$ cat config.mk
export PLATFORM = sky130hd
export DESIGN_NAME = bw_engine
export DESIGN_NICKNAME = d
export VERILOG_FILES = /design/src/rtl/bw_pkg.sv /design/src/rtl/bw_timing_guard.sv /design/src/rtl/bw_mask_gen.sv /design/src/rtl/bw_array.sv /design/src/rtl/bw_engine.sv
export SDC_FILE = /design/constraint.sdc
export NUM_CORES = 2
export LEC_CHECK = 0
export BUFFER_PORTS_ARGS = -buffer_cell sky130_fd_sc_hd__buf_4
export CAP_MARGIN = 30
export CELL_PAD_IN_SITES_DETAIL_PLACEMENT = 0
export CELL_PAD_IN_SITES_GLOBAL_PLACEMENT = 1
export CORE_MARGIN = 4
export CORE_UTILIZATION = 46
export CTS_CLUSTER_SIZE = 8
export DETAILED_ROUTE_END_ITERATION = 7
export PLACE_DENSITY = 0.84
export REMOVE_ABC_BUFFERS = 1
export SLEW_MARGIN = 5
export SYNTH_ARGS = -nofsm -noshare
export SYNTH_HDL_FRONTEND = slang
export SYNTH_SLANG_ARGS = --single-unit
$ cat constraint.sdc
create_clock -name clk -period 2.45 [get_ports clk]
set_input_delay 0.3675 -clock clk [delete_from_list [all_inputs] [get_ports clk]]
set_output_delay 0.3675 -clock clk [all_outputs]
set_load 0.01 [all_outputs]
$ cat src/rtl/bw_pkg.sv
package bw_pkg;
   typedef enum logic [2:0] {
      OP_NOP   = 3'd0,
      OP_ACT   = 3'd1,
      OP_PRE   = 3'd2,
      OP_BLKW  = 3'd3,
      OP_LDREG = 3'd4
   } bw_op_e;
endpackage

$ cat src/rtl/bw_timing_guard.sv
module bw_timing_guard
   import bw_pkg::*;
#(
   parameter int NBANK = 2,
   parameter int TBWC  = 2,
   parameter int TBPL  = 3,
   localparam int BANK_W = $clog2(NBANK),
   localparam int TMAX   = (TBWC > TBPL) ? TBWC : TBPL,
   localparam int CW     = $clog2(TMAX + 1)
) (
   input  logic              clk,
   input  logic              rst_n,
   input  logic              cmd_valid,
   input  logic [2:0]        cmd_op,
   input  logic [BANK_W-1:0] cmd_bank,
   output logic              legal,
   output logic              viol
);
   bw_op_e              op_e;
   logic [CW-1:0]       busy_q;
   logic [CW-1:0]       bpl_q [NBANK];
   logic [BANK_W-1:0]   last_bank_q;
   logic                in_window;
   logic                same_bank;
   logic                acc_blkw;

   assign op_e      = bw_op_e'(cmd_op);
   assign in_window = (busy_q != '0);
   assign same_bank = (cmd_bank == last_bank_q);

   always_comb begin
      case (op_e)
         OP_NOP:   legal = 1'b1;
         OP_ACT:   legal = !in_window || !same_bank;
         OP_PRE:   legal = (!in_window || !same_bank) && (bpl_q[cmd_bank] == '0);
         OP_BLKW,
         OP_LDREG: legal = !in_window;
         default:  legal = 1'b1;
      endcase
   end

   assign acc_blkw = cmd_valid && legal && (op_e == OP_BLKW);

   always_ff @(posedge clk or negedge rst_n) begin
      if (!rst_n) begin
         busy_q      <= '0;
         last_bank_q <= '0;
         viol        <= 1'b0;
      end else begin
         viol <= cmd_valid && !legal;
         if (acc_blkw) begin
            busy_q      <= CW'(TBWC - 1);
            last_bank_q <= cmd_bank;
         end else if (busy_q != '0) begin
            busy_q <= busy_q - 1'b1;
         end
      end
   end

   for (genvar bk = 0; bk < NBANK; bk++) begin : g_bank_cnt
      always_ff @(posedge clk or negedge rst_n) begin
         if (!rst_n) begin
            bpl_q[bk] <= '0;
         end else if (acc_blkw && (cmd_bank == BANK_W'(bk))) begin
            bpl_q[bk] <= CW'(TBPL - 1);
         end else if (bpl_q[bk] != '0) begin
            bpl_q[bk] <= bpl_q[bk] - 1'b1;
         end
      end
   end
endmodule

$ cat src/rtl/bw_mask_gen.sv
module bw_mask_gen #(
   parameter int NLOC   = 8,
   parameter int NBYTE  = 4,
   parameter int BYTE_W = 8,
   localparam int W = NBYTE * BYTE_W
) (
   input  logic [W-1:0]            pins,
   input  logic [NBYTE-1:0]        dqm,
   input  logic [W-1:0]            wmask,
   output logic [NLOC-1:0][W-1:0]  en
);
   for (genvar i = 0; i < NLOC; i++) begin : g_loc
      for (genvar b = 0; b < NBYTE; b++) begin : g_byte
         logic byte_on;
         assign byte_on = pins[b*NLOC + i] & ~dqm[b];
         assign en[i][b*BYTE_W +: BYTE_W] = {BYTE_W{byte_on}} & wmask[b*BYTE_W +: BYTE_W];
      end
   end
endmodule

$ cat src/rtl/bw_array.sv
module bw_array #(
   parameter int NBANK = 2,
   parameter int NCOL  = 32,
   parameter int NLOC  = 8,
   parameter int W     = 32,
   localparam int BANK_W = $clog2(NBANK),
   localparam int COL_W  = $clog2(NCOL),
   localparam int DEPTH  = NBANK * NCOL
) (
   input  logic                    clk,
   input  logic                    rst_n,
   input  logic                    wr_en,
   input  logic [BANK_W-1:0]       wr_bank,
   input  logic [COL_W-1:0]        wr_col,
   input  logic [W-1:0]            color,
   input  logic [NLOC-1:0][W-1:0]  en,
   input  logic [BANK_W-1:0]       rd_bank,
   input  logic [COL_W-1:0]        rd_col,
   output logic [W-1:0]            rd_data
);
   logic [W-1:0] mem_q [DEPTH];
   logic [COL_W-1:0] col_hi;

   assign col_hi = wr_col | COL_W'(NLOC - 1);

   for (genvar w = 0; w < DEPTH; w++) begin : g_word
      localparam int BK  = w / NCOL;
      localparam int CL  = w % NCOL;
      localparam int LOC = CL % NLOC;
      logic hit;
      assign hit = wr_en && (wr_bank == BANK_W'(BK)) && (col_hi == COL_W'(CL | (NLOC - 1)));
      always_ff @(posedge clk or negedge rst_n) begin
         if (!rst_n) begin
            mem_q[w] <= '0;
         end else if (hit) begin
            mem_q[w] <= (mem_q[w] & ~en[LOC]) | (color & en[LOC]);
         end
      end
   end

   assign rd_data = mem_q[{rd_bank, rd_col}];
endmodule

$ cat src/rtl/bw_engine.sv
module bw_engine
   import bw_pkg::*;
#(
   parameter int NBANK  = 2,
   parameter int NCOL   = 32,
   parameter int NLOC   = 8,
   parameter int NBYTE  = 4,
   parameter int BYTE_W = 8,
   parameter int TBWC   = 2,
   parameter int TBPL   = 3,
   localparam int W      = NBYTE * BYTE_W,
   localparam int BANK_W = $clog2(NBANK),
   localparam int COL_W  = $clog2(NCOL)
) (
   input  logic              clk,
   input  logic              rst_n,
   input  logic              cmd_valid,
   input  logic [2:0]        cmd_op,
   input  logic [BANK_W-1:0] cmd_bank,
   input  logic [COL_W-1:0]  cmd_col,
   input  logic [W-1:0]      cmd_data,
   input  logic [NBYTE-1:0]  cmd_dqm,
   input  logic              cmd_sel,
   output logic              cmd_accept,
   output logic              viol,
   input  logic [BANK_W-1:0] rd_bank,
   input  logic [COL_W-1:0]  rd_col,
   output logic [W-1:0]      rd_data
);
   if (NLOC != BYTE_W) begin : g_bad_map
      $error("bw_engine: NLOC must equal BYTE_W for the pin mapping");
   end
   if (NBANK < 2 || (1 << BANK_W) != NBANK) begin : g_bad_bank
      $error("bw_engine: NBANK must be a power of two, at least 2");
   end
   if ((1 << COL_W) != NCOL || NCOL <= NLOC || (NLOC & (NLOC - 1)) != 0) begin : g_bad_col
      $error("bw_engine: NCOL and NLOC must be powers of two with NCOL > NLOC");
   end
   if (TBWC < 1 || TBPL < 1) begin : g_bad_time
      $error("bw_engine: TBWC and TBPL must be at least 1");
   end

   logic                   legal;
   logic                   acc_blkw;
   logic                   acc_load;
   logic [W-1:0]           color_q;
   logic [W-1:0]           wmask_q;
   logic [NLOC-1:0][W-1:0] loc_en;

   bw_timing_guard #(.NBANK(NBANK), .TBWC(TBWC), .TBPL(TBPL)) u_guard (
      .clk(clk), .rst_n(rst_n), .cmd_valid(cmd_valid), .cmd_op(cmd_op),
      .cmd_bank(cmd_bank), .legal(legal), .viol(viol)
   );

   assign cmd_accept = cmd_valid && legal;
   assign acc_blkw   = cmd_accept && (bw_op_e'(cmd_op) == OP_BLKW);
   assign acc_load   = cmd_accept && (bw_op_e'(cmd_op) == OP_LDREG);

   always_ff @(posedge clk or negedge rst_n) begin
      if (!rst_n) begin
         color_q <= '0;
         wmask_q <= '1;
      end else if (acc_load) begin
         if (cmd_sel) wmask_q <= cmd_data;
         else         color_q <= cmd_data;
      end
   end

   bw_mask_gen #(.NLOC(NLOC), .NBYTE(NBYTE), .BYTE_W(BYTE_W)) u_mask (
      .pins(cmd_data), .dqm(cmd_dqm), .wmask(wmask_q), .en(loc_en)
   );

   bw_array #(.NBANK(NBANK), .NCOL(NCOL), .NLOC(NLOC), .W(W)) u_arr (
      .clk(clk), .rst_n(rst_n), .wr_en(acc_blkw), .wr_bank(cmd_bank),
      .wr_col(cmd_col), .color(color_q), .en(loc_en),
      .rd_bank(rd_bank), .rd_col(rd_col), .rd_data(rd_data)
   );
endmodule

==> qor.yml <==
outcome: "finished, violations left"
violations: "negative setup slack"
synth.ff_latch_count: 2120
grt_use_total_pct: 25.9
async_flop_share_pct: 100
first_iter_violations: 10300
pin_count: 89
fin_crit_sh_pct: 131
fin_crit_ps: 3220
area_delta_synth_final_pct: 18.4
clkSinkCount: 2120
synth_warnings: 0
worstMarginPinSlew_ps: 967
routed_via_density: 6.80
power_leakage_nw: 62.8
routed_wl_mm: 352
final_cell_mix: "dfrtp_1, nand4_1, mux2_1"
hpwl_mm: 215
synth_edf_count: 0
max_stage_delay_ps: 510
fin_ws_ps: -772
path_cells: "mux4_2, mux2_2, o22a_1, o22ai_2, nor3_2, buf_4"
rows: 183
seq_area_frac_synth_pct: 46.3
rr_startpoint: "u_guard.busy_q[0]"
hold_path_class: "input port to async pin"
r2r_cells: 14
cp_max_fo: 2
end_kind: "output pin"
drv_cap: 0
max_freq_ghz: 0.310
cts_buffers: 315
synth_flop_cell: "dfrtp_1"
startpoint_type: "register"
syn_avg_cell_area_um2: 12.7
r2r_slack_ps: -570
place_congestion: 0.871
hold_viol_final: 0
max_slew_margin_pct: 35.5
setup_viol_count_final: 2046
fin_skew_ps: 60.7
die_h_um: 507
drc: 0
clk_pin_slew_worst_paths_ps: 50
io_buffers: 85
critPathKind: "register to output pin"
grt_pass1_wl_mm: 531
gr-total-overflow: 0
tns_ps: -596180
antenna_found_initial: 19
cts_tree: "done"
finalPower_w: 0.0913
first_pass_iters: 6
core_um2: 248000
synthCells: 9010
clock_path_buffers: 4
worstSkewPairLatency_ps: 930
worstPathArrival_ps: 2850
detail-route-antenna-nets: 0
grt_max_degree: 121
grt_setup_unrepaired: "yes"
dieArea_um2: 258000
cts_root_buf: "clkbuf_16"
placed_area_um2: 123000
synth_cell_type_count: 57
p_per_area_nw_per_um2: 672
netlist_area_um2: 115000
finalHoldWorstSlack_ps: 35.7
vias: 86600
final_common_cell: "dfrtp_1"
drive_gt1_share_pct: 27.1
required_ps: 2080
grt_pass1_vias: 87600
nNetsFinal: 9307
wl_per_cell_um: 27.6
ir_worst_vdd_mv: 0.777
crit_path_top_delay_cell: "mux4_2"
slew_viol_final: 0
h-tree-depth: 5
start_util_pct: 46.2
die_w_um: 507
design_area_um2: 136000
how the worst max path moves through the flow:
stage | cells after the start | from | end | slack, ps
3_3_place_gp | 8 | rd_col[0] | rd_data[24] | -540
4_1_cts | 9 | u_guard.busy_q[1] | cmd_accept | -790
3_5_place_dp | 9 | rd_col[0] | rd_data[8] | -550
6_report | 6 | register | rd_data[13] | -770
5_1_grt | 6 | register | rd_data[13] | -820
2_1_floorplan | 6 | u_guard.busy_q[0] | color_q[10] | -29560
critical path: cells and delay by family, from the launching register on:
family	cells	cell delay (ps)
simple gates	1	110
buf+inv	1	160
compound gates	2	410
flops	1	410
mux	2	830
per-stage QoR:
stage	setup WS [ps]	util [%]	cells
2_1_floorplan	-29560	-	7862
5_1_grt	-824	54.7	12700
4_1_cts	-791	53.3	12600
3_3_place_gp	-541	49.3	12100
3_5_place_dp	-552	49.4	12100
6_report	-772	54.7	12700
cells by family (layout without fill, tap and decap cells):
| family | Yosys count | in the layout | share of synthesized area (%) |
|---|---|---|---|
| other | 0 | 9 | 0 |
| and+or+nand+nor | 2760 | 2760 | 14.3 |
| DFF | 2120 | 2120 | 46.3 |
| AOI/OAI and AO/OA | 130 | 130 | 0.823 |
| buffers and inverters | 1167 | 1549 | 5.43 |
| adders and majority gates | 3 | 3 | 0.0327 |
| muxes | 2825 | 2825 | 33.1 |
| xor gates and xnor gates | 5 | 5 | 0.0382 |
power breakdown:
part,switching (W),total [W],internal [W]
Sequential,0.000973,0.0368,0.0358
Combinational,0.00975,0.0150,0.00526
Clock,0.0155,0.0395,0.0240
Total,0.0262,0.0913,0.0651
synth_stat cells, types with 2 or more instances:
cell | n | area share [%]
dfrtp_1 | 2088 | 46
nand4_1 | 1989 | 11
mux2_1 | 1932 | 19
clkbuf_1 | 604 | 2.0
mux4_2 | 568 | 11
nor2_1 | 361 | 1.2
buf_1 | 213 | 0.70
buf_6 | 205 | 2.0
and3_1 | 195 | 1.1
mux2_2 | 191 | 1.9
mux2i_1 | 134 | 1.2
buf_2 | 86 | 0.38
and4_1 | 59 | 0.45
nand2_1 | 58 | 0.19
a22oi_1 | 49 | 0.32
nor2b_1 | 33 | 0.18
dfstp_2 | 32 | 0.73
buf_4 | 31 | 0.20
o22ai_1 | 31 | 0.17
nand2b_1 | 27 | 0.15
nand3_1 | 22 | 0.096
inv_1 | 16 | 0.052
a21oi_1 | 11 | 0.048
buf_8 | 8 | 0.10
a32oi_1 | 7 | 0.053
a211oi_1 | 6 | 0.039
xor2_1 | 5 | 0.038
a211o_1 | 4 | 0.031
a31oi_1 | 4 | 0.022
and2_1 | 4 | 0.022
nor3_1 | 4 | 0.017
ha_1 | 3 | 0.033
o21ai_0 | 3 | 0.013
clkinv_1 | 2 | 0.0065
o22a_1 | 2 | 0.015
or2_2 | 2 | 0.011
area by class of cell:
type	count	area, µm²
Antenna cell	9	22.5
Clock buffer	454	8650
Timing Repair Buffer	1070	12700
Tap cell	3330	4170
Fill cell	19500	113000
Inverter	19	73.8
Multi-Input combinational cell	5723	57100
Clock inverter	6	52.6
Sequential cell	2120	53100
per-layer routing:
| metal | global-route usage [%] | share of wire, % |
|---|---|---|
| met2 | 40.2 | 47 |
| met5 | 0 | 0.019 |
| met3 | 4.98 | 8.8 |
| met4 | 11.1 | 4.5 |
| met1 | 35.6 | 40 |
timing repair:
action / 4_1_cts / 5_1_grt
gates cloned: 3 / 61
endpoints found under the setup margin: 1945 / 2142
pin swaps: 21 / 55
gates resized for setup: 100 / 436
endpoints found under the hold margin: 1398 / 0
buffers inserted: 18 / 43
hold buffers: 35 / 0
Power figures use the tool's default switching activity.
